## config.mk

```make
export PLATFORM = sky130hd
export DESIGN_NAME = lcc_cell
export DESIGN_NICKNAME = d
export VERILOG_FILES = /design/src/rtl/lcc_pkg.sv /design/src/rtl/lcc_clk_pick.sv /design/src/rtl/lcc_store.sv /design/src/rtl/lcc_route.sv /design/src/rtl/lcc_cell.sv
export SDC_FILE = /design/constraint.sdc
export NUM_CORES = 1
export LEC_CHECK = 0
export ABC_AREA = 1
export BUFFER_PORTS_ARGS = -buffer_cell sky130_fd_sc_hd__buf_2
export CAP_MARGIN = 5
export CORE_AREA = 2 2 39 41
export CTS_BUF_LIST = sky130_fd_sc_hd__clkbuf_8
export DETAILED_ROUTE_END_ITERATION = 7
export DIE_AREA = 0 0 41 43
export PLACE_DENSITY_LB_ADDON = 0.12
export SYNTH_ARGS = -nofsm -noshare
export SYNTH_HDL_FRONTEND = slang
export SYNTH_HIERARCHICAL = 1
export SYNTH_SLANG_ARGS = --single-unit
```

## constraint.sdc

```tcl
create_clock -name clk -period 1.5 [get_ports clk]
set_clock_uncertainty 0.15 [all_clocks]
set_input_delay 0.375 -clock clk [delete_from_list [all_inputs] [get_ports clk]]
set_output_delay 0.375 -clock clk [all_outputs]
set_load 0.02 [all_outputs]
```

## src/rtl/lcc_pkg.sv

```systemverilog
package lcc_pkg;

  localparam int SUM_N  = 4;
  localparam int ROLE_W = 2;

  typedef enum logic [1:0] {
    KIND_D  = 2'd0,
    KIND_T  = 2'd1,
    KIND_JK = 2'd2,
    KIND_DX = 2'd3
  } kind_e;

  typedef enum logic [1:0] {
    BJOB_K    = 2'd0,
    BJOB_SET  = 2'd1,
    BJOB_PASS = 2'd2,
    BJOB_PAS2 = 2'd3
  } bjob_e;

  typedef enum logic [1:0] {
    CJOB_CLK  = 2'd0,
    CJOB_CLR  = 2'd1,
    CJOB_PASS = 2'd2,
    CJOB_PAS2 = 2'd3
  } cjob_e;

  typedef enum logic [1:0] {
    DJOB_CLK = 2'd0,
    DJOB_OE  = 2'd1,
    DJOB_FB  = 2'd2,
    DJOB_FB2 = 2'd3
  } djob_e;

endpackage

```

## src/rtl/lcc_clk_pick.sv

```systemverilog
module lcc_clk_pick (
  input  logic          clk,
  input  logic          rst_n,
  input  logic          sum_c,
  input  logic          sum_d,
  input  logic          gclk,
  input  logic          ginv,
  input  lcc_pkg::cjob_e c_job,
  input  lcc_pkg::djob_e d_job,
  output logic          fire
);
  logic src;
  logic src_seen;

  always_comb begin
    if (c_job == lcc_pkg::CJOB_CLK)      src = sum_c;
    else if (d_job == lcc_pkg::DJOB_CLK) src = sum_d;
    else                                 src = gclk ^ ginv;
  end

  // history starts high so a source held high through reset gives no edge
  always_ff @(posedge clk or negedge rst_n) begin
    if (!rst_n) src_seen <= 1'b1;
    else        src_seen <= src;
  end

  assign fire = src & ~src_seen;
endmodule

```

## src/rtl/lcc_store.sv

```systemverilog
module lcc_store (
  input  logic           clk,
  input  logic           rst_n,
  input  logic           fire,
  input  lcc_pkg::kind_e kind,
  input  logic           dt,
  input  logic           kin,
  input  logic           set,
  input  logic           clr,
  output logic           q
);
  logic nxt;

  always_comb begin
    unique case (kind)
      lcc_pkg::KIND_T:  nxt = q ^ dt;
      lcc_pkg::KIND_JK: begin
        unique case ({dt, kin})
          2'b00:   nxt = q;
          2'b10:   nxt = 1'b1;
          2'b01:   nxt = 1'b0;
          default: nxt = ~q;
        endcase
      end
      default:          nxt = dt;
    endcase
  end

  always_ff @(posedge clk or negedge rst_n) begin
    if (!rst_n)    q <= 1'b0;
    else if (clr)  q <= 1'b0;
    else if (set)  q <= 1'b1;
    else if (fire) q <= nxt;
  end
endmodule

```

## src/rtl/lcc_route.sv

```systemverilog
module lcc_route #(
  parameter int OUT_N = 3
) (
  input  logic [OUT_N-1:0] sums,
  input  logic [OUT_N-1:0] pass_ok,
  input  logic [OUT_N-1:0] osel,
  input  logic             q,
  output logic [OUT_N-1:0] outs
);
  for (genvar k = 0; k < OUT_N; k++) begin : g_out
    assign outs[k] = osel[k] ? (pass_ok[k] & sums[k]) : q;
  end
endmodule

```

## src/rtl/lcc_cell.sv

```systemverilog
module lcc_cell #(
  parameter int OUT_N = 3
) (
  input  logic                          clk,
  input  logic                          rst_n,
  input  logic [lcc_pkg::SUM_N-1:0]     sum_i,
  input  logic                          gclk_i,
  input  logic                          gclk_inv_i,
  input  logic                          g_preset_i,
  input  logic                          g_reset_i,
  input  logic                          g_tmode_i,
  input  logic                          cfg_dyn_i,
  input  logic [lcc_pkg::ROLE_W-1:0]    cfg_kind_i,
  input  logic                          cfg_a_i,
  input  logic [lcc_pkg::ROLE_W-1:0]    cfg_b_i,
  input  logic [lcc_pkg::ROLE_W-1:0]    cfg_c_i,
  input  logic [lcc_pkg::ROLE_W-1:0]    cfg_d_i,
  input  logic [OUT_N-1:0]              cfg_osel_i,
  output logic [OUT_N-1:0]              out_o,
  output logic                          oe_o,
  output logic                          fb_o
);
  import lcc_pkg::*;

  localparam int PASS_N = 3;

  kind_e kind_cfg, kind_use;
  bjob_e b_job;
  cjob_e c_job;
  djob_e d_job;
  logic  fire, q_r, dt, kin, set, clr;
  logic [PASS_N-1:0] pass_all;

  assign kind_cfg = kind_e'(cfg_kind_i);
  assign b_job    = bjob_e'(cfg_b_i);
  assign c_job    = cjob_e'(cfg_c_i);
  assign d_job    = djob_e'(cfg_d_i);

  always_comb begin
    if (cfg_dyn_i) kind_use = g_tmode_i ? KIND_T : KIND_D;
    else           kind_use = kind_cfg;
  end

  assign dt  = ~cfg_a_i & sum_i[0];
  assign kin = (b_job == BJOB_K) & sum_i[1];
  assign set = g_preset_i | ((b_job == BJOB_SET) & sum_i[1]);
  assign clr = g_reset_i  | ((c_job == CJOB_CLR) & sum_i[2]);

  assign pass_all[0] = cfg_a_i;
  assign pass_all[1] = cfg_b_i[1];
  assign pass_all[2] = cfg_c_i[1];

  lcc_clk_pick u_clk (
    .clk   (clk),
    .rst_n (rst_n),
    .sum_c (sum_i[2]),
    .sum_d (sum_i[3]),
    .gclk  (gclk_i),
    .ginv  (gclk_inv_i),
    .c_job (c_job),
    .d_job (d_job),
    .fire  (fire)
  );

  lcc_store u_store (
    .clk   (clk),
    .rst_n (rst_n),
    .fire  (fire),
    .kind  (kind_use),
    .dt    (dt),
    .kin   (kin),
    .set   (set),
    .clr   (clr),
    .q     (q_r)
  );

  lcc_route #(.OUT_N(OUT_N)) u_route (
    .sums    (sum_i[OUT_N-1:0]),
    .pass_ok (pass_all[OUT_N-1:0]),
    .osel    (cfg_osel_i),
    .q       (q_r),
    .outs    (out_o)
  );

  assign oe_o = (d_job == DJOB_OE) ? sum_i[3] : 1'b1;
  assign fb_o = cfg_d_i[1] ? sum_i[3] : q_r;
endmodule

```

=== After elaboration in Yosys (flattened, before gate mapping) ===
Cells that the tools add are included.

* Bits in registers: 2

* Reductions and logical operators: 6
* Equality and inequality tests: 8
* Bitwise operators: 15
* Muxes and demuxes: 14

{| class="wikitable"
|+ Operators with widths
! cell !! count
|-
| $mux W1 || 11
|-
| $eq A2 B1 Y1 const B || 5
|-
| $and A1 B1 Y1 || 8
|-
| $logic_not A2 Y1 || 4
|-
| $eq A2 B2 Y1 const B || 2
|-
| $ne A4 B4 Y1 const B || 1
|-
| $not A1 Y1 || 3
|-
| $pmux W1 S3 || 1
|-
| $reduce_bool A3 Y1 || 1
|-
| $mux W2 || 1
|-
| $or A1 B1 Y1 || 2
|-
| $pmux W1 S2 || 1
|-
| $reduce_and A2 Y1 || 1
|-
| $xor A1 B1 Y1 || 2
|}

=== Logic depth before layout (Yosys ltp) ===
Gate-level depths: netlist of the first run.

* Depth in word-level cells: 8
* Mapped depth: 13
* Mapped depth without buffers: 13

=== Cells and area by module ===
Netlist of the first run, hierarchy kept.

{| class="wikitable"
|+ By module, submodules not included
! module !! cells each !! instances !! area each (um^2)
|-
| lcc_store || 30 || 1 || 178.9
|-
| lcc_cell || 22 || 1 || 93.8
|-
| lcc_clk_pick || 16 || 1 || 92.6
|-
| lcc_route || 12 || 1 || 48.8
|}

=== Worst setup path after synthesis of the first run ===
No wires, ideal clock.

* Kind: in2reg
* Start: in sum_i[0] (netlist bit)
* End: reg u_store.q
* Arrival: 1300 ps
* Required time: 1233 ps
* Setup time: 117 ps
* Path slack: -67 ps
* Buffers on the path: 0
* Stages on the path: 12
* Cells stage by stage: inv_1 > nor2_1 > inv_1 > ha_1 > inv_1 > nand2_1 > nand3_1 > nand2_1 > nand2_1 > nand2_1 > nand2_1 > nand2_1

* Word-level cells in the longest chain between the ends: 7
* Elaborated cells on any way between the ends: 12

{| class="wikitable"
|+ RTL lines
! element !! RTL line !! RTL
|-
| start, declared || lcc_cell.sv:6 || <nowiki>input logic [lcc_pkg::SUM_N-1:0] sum_i,</nowiki>
|-
| $and A1 B1 Y1 (*) || lcc_cell.sv:44 || <nowiki>assign dt = ~cfg_a_i & sum_i[0];</nowiki>
|-
| via dt || lcc_cell.sv:31 || <nowiki>logic fire, q_r, dt, kin, set, clr;</nowiki>
|-
| $eq A2 B1 Y1 (tied with other cells) || lcc_store.sv:18 || <nowiki>unique case ({dt, kin})</nowiki>
|-
| $pmux W1 S3 || lcc_store.sv:18 ||
|-
| $pmux W1 S2 || lcc_store.sv:15 || <nowiki>unique case (kind)</nowiki>
|-
| $mux W1 || lcc_store.sv:33 || <nowiki>else if (fire) q <= nxt;</nowiki>
|-
| $mux W1 || lcc_store.sv:32 || <nowiki>else if (set) q <= 1'b1;</nowiki>
|-
| $mux W1 || lcc_store.sv:31 || <nowiki>else if (clr) q <= 1'b0;</nowiki>
|-
| end signal, assigned || lcc_store.sv:33 ||
|-
| end, declared || lcc_store.sv:10 || <nowiki>output logic q</nowiki>
|}

The timed path passes the listed nets; every way through them passes the cells marked *. The select of a mux whose other input is x is not followed.
A chain may end at the register's enable or synchronous reset.

=== Worst setup path after layout of the first run ===
* Start: reg u_store.q
* End: out fb_o

* Word-level cells in the longest chain between the ends: 1

{| class="wikitable"
|+ RTL lines
! element !! RTL line !! RTL
|-
| $mux W1 || lcc_cell.sv:86 || <nowiki>assign fb_o = cfg_d_i[1] ? sum_i[3] : q_r;</nowiki>
|-
| end, declared || lcc_cell.sv:21 || <nowiki>output logic fb_o</nowiki>
|}

No other way between the ends.

==> results.toml, run 1 <==
[pwr]
irDropWorstVdd_mv = 0.596
p_leak_nw = 0.447
power_density_mw_per_mm2 = 655

[cells_and_area]
finalNetCount = 147
finish.utilization_pct = 51.4
antennaDiodeCount = 0
num-fill-cells = 149
layout-drive-gt1-share_pct = 41.5
syn_to_final_growth_pct = 71.9

[yosys]
synth_cells = 80
netlist_top_cells_count = "nand2_1, inv_1, nand3_1"
yosysSeqAreaShare_pct = 12.4
synth_top_area_share_pct = 23.6
synthMostInstantiatedCell = "nand2_1"
synth_edf_count = 0
synth.area.top_cells = "nand2_1, inv_1, ha_1"
ys_seq_elements = 2
netlist_area_um2 = 414
muxShareOfSynthArea_pct = 0
syn_area_per_cell_um2 = 5.18
synthArstFlopShare_pct = 100
yosys.area.top_type = "nand2_1"
synth_adder_area_share_pct = 12.1
synth_warnings = 6
synth_cell_types = 13
yosys.area_share.simple_pct = 45.9
synth_top_family_by_area = "simple AND/OR/NAND/NOR gates"
synth_nets = 108
synth_compound_area_share_pct = 6.95
synth_xor_area_share_pct = 0
synthFlopType = "dfstp_2"

[global_routing]
grt_max_degree = 6
antenna_found_initial = 0
grt_pass1_vias = 420
grt_overflow = 0
grt_pass1_wl_um = 1480
grt_usage_pct = 12.6

[status]
outcome = "completed"

[setup_path]
critPathKind = "reg2out"
worstPathMaxFanout = 5
r2r_cells = 9
crit_arrival_ps = 920
r2r_slack_ps = 250
crit_path_end_kind = "output pin"
reg2reg_from = "u_store/q"
start_kind = "register"
r2r-end = "u_store/q"
crit_required_ps = 970

[floorplan]
die_h_um = 43
start_util_pct = 29.9
fp.dieW_um = 41
rows = 14
io_pins = 29
core_area_mm2 = 0.00138
die-area_mm2 = 0.00176

[route]
avgViaCountPerCell = 3.99
drt-pass1-iter-count = 3
detail_route.wl_per_cell_um = 7.22
drc = 0
finalWirelength_um = 967
route.antenna.remaining_nets = 0
dr_total_vias = 535
first_iter_violations = 3

[clock_network]
clk_path_buf_depth = 2
cts.sinks = 2
cts_tree = "done"
clock-root-buffer = "clkbuf_8"
htreeDepth = 1
clk_latency_ps = 210
cts_made_buffers = 3
path_clk_slew_ps = 30

[place]
portBuffers = 28
dp_hpwl_um = 805
dp_slack_ps = -272
gp_congestion = 0.695

[sta]
finalCritPeriodShare_pct = 96.3
hold-worst-slack_ps = 326
hold_viol_final = 0
setup_slack_ps = 55.6
final-setup-viol-count = 0
max_freq_ghz = 0.692
slew_headroom_pct = 88.4
maxSlewViolCount = 0
tightestPinTransition_ps = 173
rsz0062_at_grt = "true"
fin_crit_ps = 1440

[job]
maxCapViolations = 0

[min_path]
hold_path.class = "in2async"
where the power goes:
part           switching (mW)  internal, mW  total (mW)
Combinational          0.0922        0.0835       0.176
Sequential            0.00598        0.0632      0.0692
Clock                  0.0479         0.174       0.222
worst max-delay path by stage:
stage | slack (ps) | depth (start not counted) | endpoint | from
6_report | 60 | 3 | fb_o | u_store/q
5_1_grt | -0.02 | 3 | fb_o | u_store/q
4_1_cts | 3 | 14 | u_store/q | cfg_b_i[1]
3_5_place_dp | -270 | 14 | u_store/q | cfg_b_i[1]
3_3_place_gp | -260 | 14 | u_store/q | cfg_b_i[1]
2_1_floorplan | -2 | 13 | u_store/q | cfg_b_i[1]
area by class of cell:
class | count | area [um^2] | share of cell area, %
Clock inverter | 1 | 3.75 | 0.527
Clock buffer | 3 | 41.3 | 5.80
Multi-Input combinational cell | 53 | 292 | 40.9
Timing Repair Buffer | 34 | 196 | 27.6
Sequential cell | 2 | 52.6 | 7.38
Tap cell | 16 | 20.0 | 2.81
Inverter | 25 | 106 | 14.9
cells in the final DEF (no fill, tap or decap), types with 3 or more instances in the layout:
master    count
clkbuf_8      3
ha_1          3
nand2_1      25
buf_4         6
inv_1        23
buf_2        26
nand3_1       9
nor2_1        3
nor2_2        3
what timing repair did:
| item | in CTS | in global routing |
|---|---|---|
| setup endpoints to repair | 5 | 2 |
| endpoints found under the hold margin | 2 | 0 |
| hold buffers | 1 | 0 |
| resized for setup | 2 | 4 |
| buffers inserted | 1 | 0 |
| pin swaps | 1 | 1 |
logic make-up after synthesis:
kind of cell | Yosys count
simple gates | 44
flops | 2
compound gates | 5
buf+inv | 25
fa+ha+maj | 4
worst max-delay path, cell delays in order, from the launching register on:
cell     delay (ps)
dfrtp_2         390
inv_1            50
o21ai_1         110
buf_4           150
sequential cells by signal, indices dropped and copies added, names as in the netlist:
register,count
u_clk/src_seen,1
u_store/q,1
through the flow:
| step | TNS (ps) | std cells | cell area [um^2] | power, mW |
|---|---|---|---|---|
| final | 0 | 134 | 712 | 0.466 |
| after global routing | -0.0163 | 134 | 712 | 0.511 |
| after CTS | 0 | 134 | 693 | 0.475 |
| after detailed placement | -272 | 128 | 627 | 0.233 |
| after global placement | -259 | 128 | 627 | 0.231 |
| after floorplan | -1.55 | 80 | 437 | 0.160 |
metal layers:
metal	part of all wire (%)	vias up	global-route usage [%]
li1	-	309	-
met1	43	217	12.6
met2	54	9	20.3
met3	2.8	0	3.14
met4	0	0	10.0
met5	0	-	0
(Power assumes the default switching activity.)
==> inputs of run 2 (changes only) <==
--- a/config.mk
+++ b/config.mk
@@ -5,7 +5,6 @@
 export SDC_FILE = /design/constraint.sdc
 export NUM_CORES = 1
 export LEC_CHECK = 0
-export ABC_AREA = 1
 export BUFFER_PORTS_ARGS = -buffer_cell sky130_fd_sc_hd__buf_2
 export CAP_MARGIN = 5
 export CORE_AREA = 2 2 39 41
==> run 2 against run 1 <==
The flow now finishes with violations (negative setup slack). Worst setup slack worse by 97 ps. Synthesized area down 16%. Critical endpoint unchanged. Clock power is 2% lower. Largest cell class unchanged. Synthesized cell count down 43%. Final cell count down 25%. Highest routed layer unchanged. Die area is the same. Largest power group unchanged. Flip-flop and latch count unchanged. Power rose by 2.1%. Global-route usage increased by 0.66 points. Design area shrank 2.3%.
==> results.toml, run 2 <==
[status]
outcome = "finished with violations"
violations = "negative setup slack"

[setup_path]
crit_required_ps = 970
path_cells = "mux2_4 > buf_6"
cpMaxStageDelayCell = "dfrtp_1"
path_delay_family = "flip-flops"
r2r_slack_ps = 220
crit_arrival_ps = 1020
reg2reg_from = "u_store/q"
start_kind = "register"
worstPathMaxFanout = 3
crit_buf_inv = 1
crit_path_end_kind = "output pin"
r2r-end = "u_store/q"
r2r_cells = 4
cpPeakStageDelay_ps = 390
critPathKind = "reg2out"

[route]
route.antenna.remaining_nets = 0
drt-pass1-iter-count = 4
drc = 0
finalWirelength_um = 1030
detail_route.wl_per_cell_um = 10.3
first_iter_violations = 2
dr_total_vias = 456
avgViaCountPerCell = 4.56

[yosys]
synthArstFlopShare_pct = 100
netlist_top_cells_count = "inv_1, ha_1, nand2_1, o21ai_1"
synth_top_area_share_pct = 14.4
netlist_area_um2 = 348
synth_cell_types = 23
yosysSeqAreaShare_pct = 14.7
syn_area_per_cell_um2 = 7.56
synth_nets = 74
synthMostInstantiatedCell = "inv_1"
synth_cells = 46
yosys.area.top_type = "ha_1"
ys_seq_elements = 2
synthFlopType = "dfstp_2"
synth_warnings = 6
synth_edf_count = 0
synth.area.top_cells = "ha_1, dfstp_2, dfrtp_1"

[cells_and_area]
antennaDiodeCount = 0
final_cell_mix = "buf_2, buf_4, inv_1, buf_6"
top_regs = "u_clk/src_seen x1, u_store/q x1"
finalNetCount = 113
layout-drive-gt1-share_pct = 59.5
syn_to_final_growth_pct = 100
final_common_cell = "buf_2"

[pwr]
p_leak_nw = 0.347
irDropWorstVdd_mv = 0.380
power_mw = 0.476
power_density_mw_per_mm2 = 684

[clock_network]
cts.sinks = 2
path_clk_slew_ps = 30
cts_tree = "done"
clk_path_buf_depth = 2
clk_latency_ps = 210
cts_made_buffers = 3
htreeDepth = 1
clock-root-buffer = "clkbuf_8"

[floorplan]
die_h_um = 43
die-area_mm2 = 0.00176
fp.dieW_um = 41
core_area_mm2 = 0.00138
rows = 14
start_util_pct = 25.1
io_pins = 29

[min_path]
hold_path.class = "in2reg"
hold_depth = 3
min_to = "u_clk/src_seen"
hold_path_startpoint = "sum_i[2]"

[sta]
maxSlewViolCount = 0
max_freq_ghz = 0.649
finalCritPeriodShare_pct = 103
setup_slack_ps = -41.1
setup_tns_ps = -57.3
rsz0062_at_grt = "true"
tightestPinTransition_ps = 282
fin_crit_ps = 1540
hold_viol_final = 0
hold-worst-slack_ps = 276
final-setup-viol-count = 3
slew_headroom_pct = 81.1

[place]
dp_hpwl_um = 816
gp_congestion = 0.740
portBuffers = 28

[global_routing]
grt_usage_pct = 13.2
grt_overflow = 0
grt_pass1_wl_um = 1640
antenna_found_initial = 0
grt_pass1_vias = 467
grt_max_degree = 5

[job]
maxCapViolations = 0
## run 2: changes by cell type after synthesis, sizes merged, moves of 2 or more
cell	before	now
nor2	7	3
xor2	0	2
mux2	0	2
nand3	9	3
inv	25	6
nand2	27	4
nor2b	0	3
o21ai	2	5
## run 2: cells by family (layout without fill, tap and decap cells)
family                   Yosys count  after routing  share of synthesized area (%)
flip-flops                         2              2                           14.7
AND/OR/NAND/NOR                   18             18                           27.7
AO/OA/AOI/OAI                     12             12                           25.2
XOR/XNOR                           2              2                           5.04
adder cells (fa/ha/maj)            4              4                           14.4
buffers and inverters              6             44                           6.47
multiplexers                       2              2                           6.47
## run 2: what timing repair did
item | CTS | global route
endpoints found under the setup margin | 6 | 6
endpoints found under the hold margin | 2 | 0
resized for setup | 10 | 7
gates cloned | 0 | 0
hold buffers | 1 | 0
buffers inserted | 1 | 0
pin swaps | 3 | 3
## run 2: worst max path at each step
stage / from / to / slack [ps] / depth (start not counted)
5_1_grt: u_store/q / fb_o / -50 / 2
2_1_floorplan: cfg_dyn_i / u_store/q / -60 / 5
3_5_place_dp: cfg_dyn_i / u_store/q / -230 / 7
6_report: u_store/q / fb_o / -40 / 2
3_3_place_gp: cfg_dyn_i / u_store/q / -230 / 7
4_1_cts: u_store/q / fb_o / -40 / 2
## run 2: report_power, final
part | switching, mW | internal [mW] | total, mW
clock network | 0.0444 | 0.173 | 0.218
logic | 0.0855 | 0.106 | 0.191
registers | 0.00384 | 0.0630 | 0.0668
total | 0.134 | 0.342 | 0.476
## run 2: worst register-to-register path: cells and delay by family (launching register included)
kind | cells | cell delay [ps]
buf+inv | 1 | 160
flops | 1 | 390
xor+xnor | 1 | 120
compound gates | 1 | 260
simple gates | 1 | 100
## run 2: through the flow
| stage | cells | worst slack (ps) | util, % | instance area, um^2 |
|---|---|---|---|---|
| floorplan | 46 | -59.1 | - | 372 |
| global placement | 94 | -227 | 40.6 | 562 |
| detailed placement | 94 | -228 | 40.6 | 562 |
| CTS | 100 | -38.6 | 47.8 | 662 |
| global route | 100 | -53.7 | 50.3 | 696 |
| finish | 100 | -41.1 | 50.3 | 696 |
## run 2: final cells by class
type,count,area (um^2)
fillers,137,688
multi-input cells,38,330
repair buffers,34,226
flip-flops and latches,2,51.3
clock buffers,3,41.3
inverters,6,22.5
well taps,16,20.0
clock inverters,1,3.75
## run 2: per-layer routing
layer / wire length, um / up-vias / track usage [%]
met1: 410 / 202 / 12.8
met2: 565 / 14 / 25.0
met5: 0 / - / 0
met4: 0 / 0 / 6.00
li1: - / 240 / -
met3: 58 / 0 / 1.57
==> inputs of run 3 (changes only) <==
--- a/config.mk
+++ b/config.mk
@@ -12,6 +12,7 @@
 export DETAILED_ROUTE_END_ITERATION = 7
 export DIE_AREA = 0 0 41 43
 export PLACE_DENSITY_LB_ADDON = 0.12
+export REMOVE_ABC_BUFFERS = 1
 export SYNTH_ARGS = -nofsm -noshare
 export SYNTH_HDL_FRONTEND = slang
 export SYNTH_HIERARCHICAL = 1
==> run 3 against run 2 <==
The run still ends with negative setup slack left. Flip-flop and latch count unchanged. Worst setup slack improved by 20 ps. Routed wire length fell by 0.77%. Via count grew 4.2%. Critical path type unchanged. Critical endpoint unchanged. Largest cell class unchanged. Largest power group unchanged.
==> results.toml, run 3 (synthesis results as in run 2) <==
[pwr]
combPwrFrac_pct = 40.9
seqPwrFrac_pct = 13.6
p_sw_mw = 0.135
power_density_mw_per_mm2 = 675
p_leak_nw = 0.359
irDropWorstVdd_mv = 0.655
p_int_mw = 0.346
sw_frac_of_total_pct = 28.1
power.share.clock_pct = 45.5

[min_path]
hold_path.class = "in2reg"
hold_depth = 3
min_to = "u_clk/src_seen"
hold_path_startpoint = "sum_i[2]"

[cells_and_area]
top_regs = "u_clk/src_seen x1, u_store/q x1"
stdcell_area_um2 = 713
final_cells = 104
final_common_cell = "buf_2"
syn_to_final_growth_pct = 105
finalNetCount = 117
multi_input_area_um2 = 314
layout-drive-gt1-share_pct = 62.5
num-fill-cells = 154
final_cell_mix = "buf_2, buf_4, inv_1, nand2_1, buf_6"
antennaDiodeCount = 0
regArea_um2 = 51.3

[global_routing]
antenna_found_initial = 0
grt_usage_pct = 13.2
grt_pass1_vias = 404
grt_max_degree = 5
grt_pass1_wl_um = 1590
grt_overflow = 0

[place]
dp_hpwl_um = 790
gp_congestion = 0.729
dpl.cell_count = 98
portBuffers = 28
post_dp_cell_area_um2 = 568

[sta]
rsz0062_at_grt = "true"
finalCritPeriodShare_pct = 101
hold_viol_final = 0
fin_crit_ps = 1520
max_freq_ghz = 0.657
maxSlewViolCount = 0
slew_headroom_pct = 81.0
tightestPinTransition_ps = 285
setup_slack_ps = -21.6
hold-worst-slack_ps = 259
final-setup-viol-count = 2

[setup_path]
critPathKind = "reg2out"
cpPeakStageDelay_ps = 380
path_delay_family = "flip-flops"
worstPathMaxFanout = 3
reg2reg_from = "u_store/q"
path_cells = "mux2_2 > buf_6"
r2r_slack_ps = 270
crit_required_ps = 970
cpMaxStageDelayCell = "dfrtp_1"
r2r-end = "u_store/q"
r2r_cells = 4
start_kind = "register"
crit_buf_inv = 1
crit_arrival_ps = 1000
crit_path_end_kind = "output pin"

[route]
first_iter_violations = 2
route.antenna.remaining_nets = 0
drc = 0
detail_route.wl_per_cell_um = 9.87
avgViaCountPerCell = 4.57
finalWirelength_um = 1030
dr_total_vias = 475
drt-pass1-iter-count = 2

[clock_network]
path_clk_slew_ps = 30
cts_tree = "done"
clk_path_buf_depth = 2
cts_made_buffers = 3
clk_latency_ps = 210
clock-root-buffer = "clkbuf_8"
htreeDepth = 1
cts.sinks = 2

[floorplan]
die-area_mm2 = 0.00176
io_pins = 29
fp.dieW_um = 41
core_area_mm2 = 0.00138
rows = 14
die_h_um = 43
start_util_pct = 25.1

[status]
outcome = "finished with violations"
violations = "negative setup slack"

[job]
maxCapViolations = 0
[run 3: worst register-to-register path, cell delays in order (launching register included)]
cell,delay (ps)
dfrtp_1,380
buf_4,150
xor2_1,130
nand3b_1,110
a311oi_2,230
[run 3: timing repair]
action,4_1_cts,5_1_grt
pin swaps,4,5
setup buffers,1,0
gates cloned,0,0
endpoints found under the setup margin,6,6
hold buffers,1,0
hold endpoints to repair,2,0
gates resized for setup,11,11
[run 3: worst max path at each step]
stage | from | to | cells past startpoint
final | u_store/q | fb_o | 2
after global placement | cfg_dyn_i | u_store/q | 7
after CTS | u_store/q | fb_o | 2
after global routing | u_store/q | fb_o | 2
after floorplan | sum_i[0] | u_store/q | 6
after detailed placement | cfg_dyn_i | u_store/q | 7
[run 3: final cells by class]
class	instances	share of cell area, %
Clock buffer	3	5.79
Clock inverter	1	0.526
Inverter	6	3.51
Multi-Input combinational cell	38	44.0
Sequential cell	2	7.19
Tap cell	16	2.81
Timing Repair Buffer	38	36.1
[run 3: power by group through the flow]
stage / Combinational, mW / Clock (mW) / Sequential, mW
after CTS: 0.180 / 0.225 / 0.0658
after floorplan: 0.0784 / 0 / 0.0673
final: 0.197 / 0.219 / 0.0657
after detailed placement: 0.154 / 0 / 0.0686
after global placement: 0.154 / 0 / 0.0687
after global routing: 0.220 / 0.231 / 0.0672
[run 3: metal layers]
| layer | GRT usage [%] | routed length, um |
|---|---|---|
| met4 | 0 | 0 |
| met2 | 19.7 | 478 |
| met1 | 17.0 | 418 |
| met3 | 7.85 | 129 |
| met5 | 0 | 0 |
[run 3: stage by stage]
| step | utilization [%] | TNS (ps) | worst slack (ps) | power (mW) |
|---|---|---|---|---|
| global route | 51.5 | -184 | -56.5 | 0.518 |
| CTS | 49.1 | -43.2 | -29.2 | 0.472 |
| finish | 51.5 | -41.2 | -21.6 | 0.482 |
| detailed placement | 41.0 | -337 | -299 | 0.223 |
| global placement | 41.0 | -308 | -273 | 0.222 |
| floorplan | - | -153 | -153 | 0.146 |
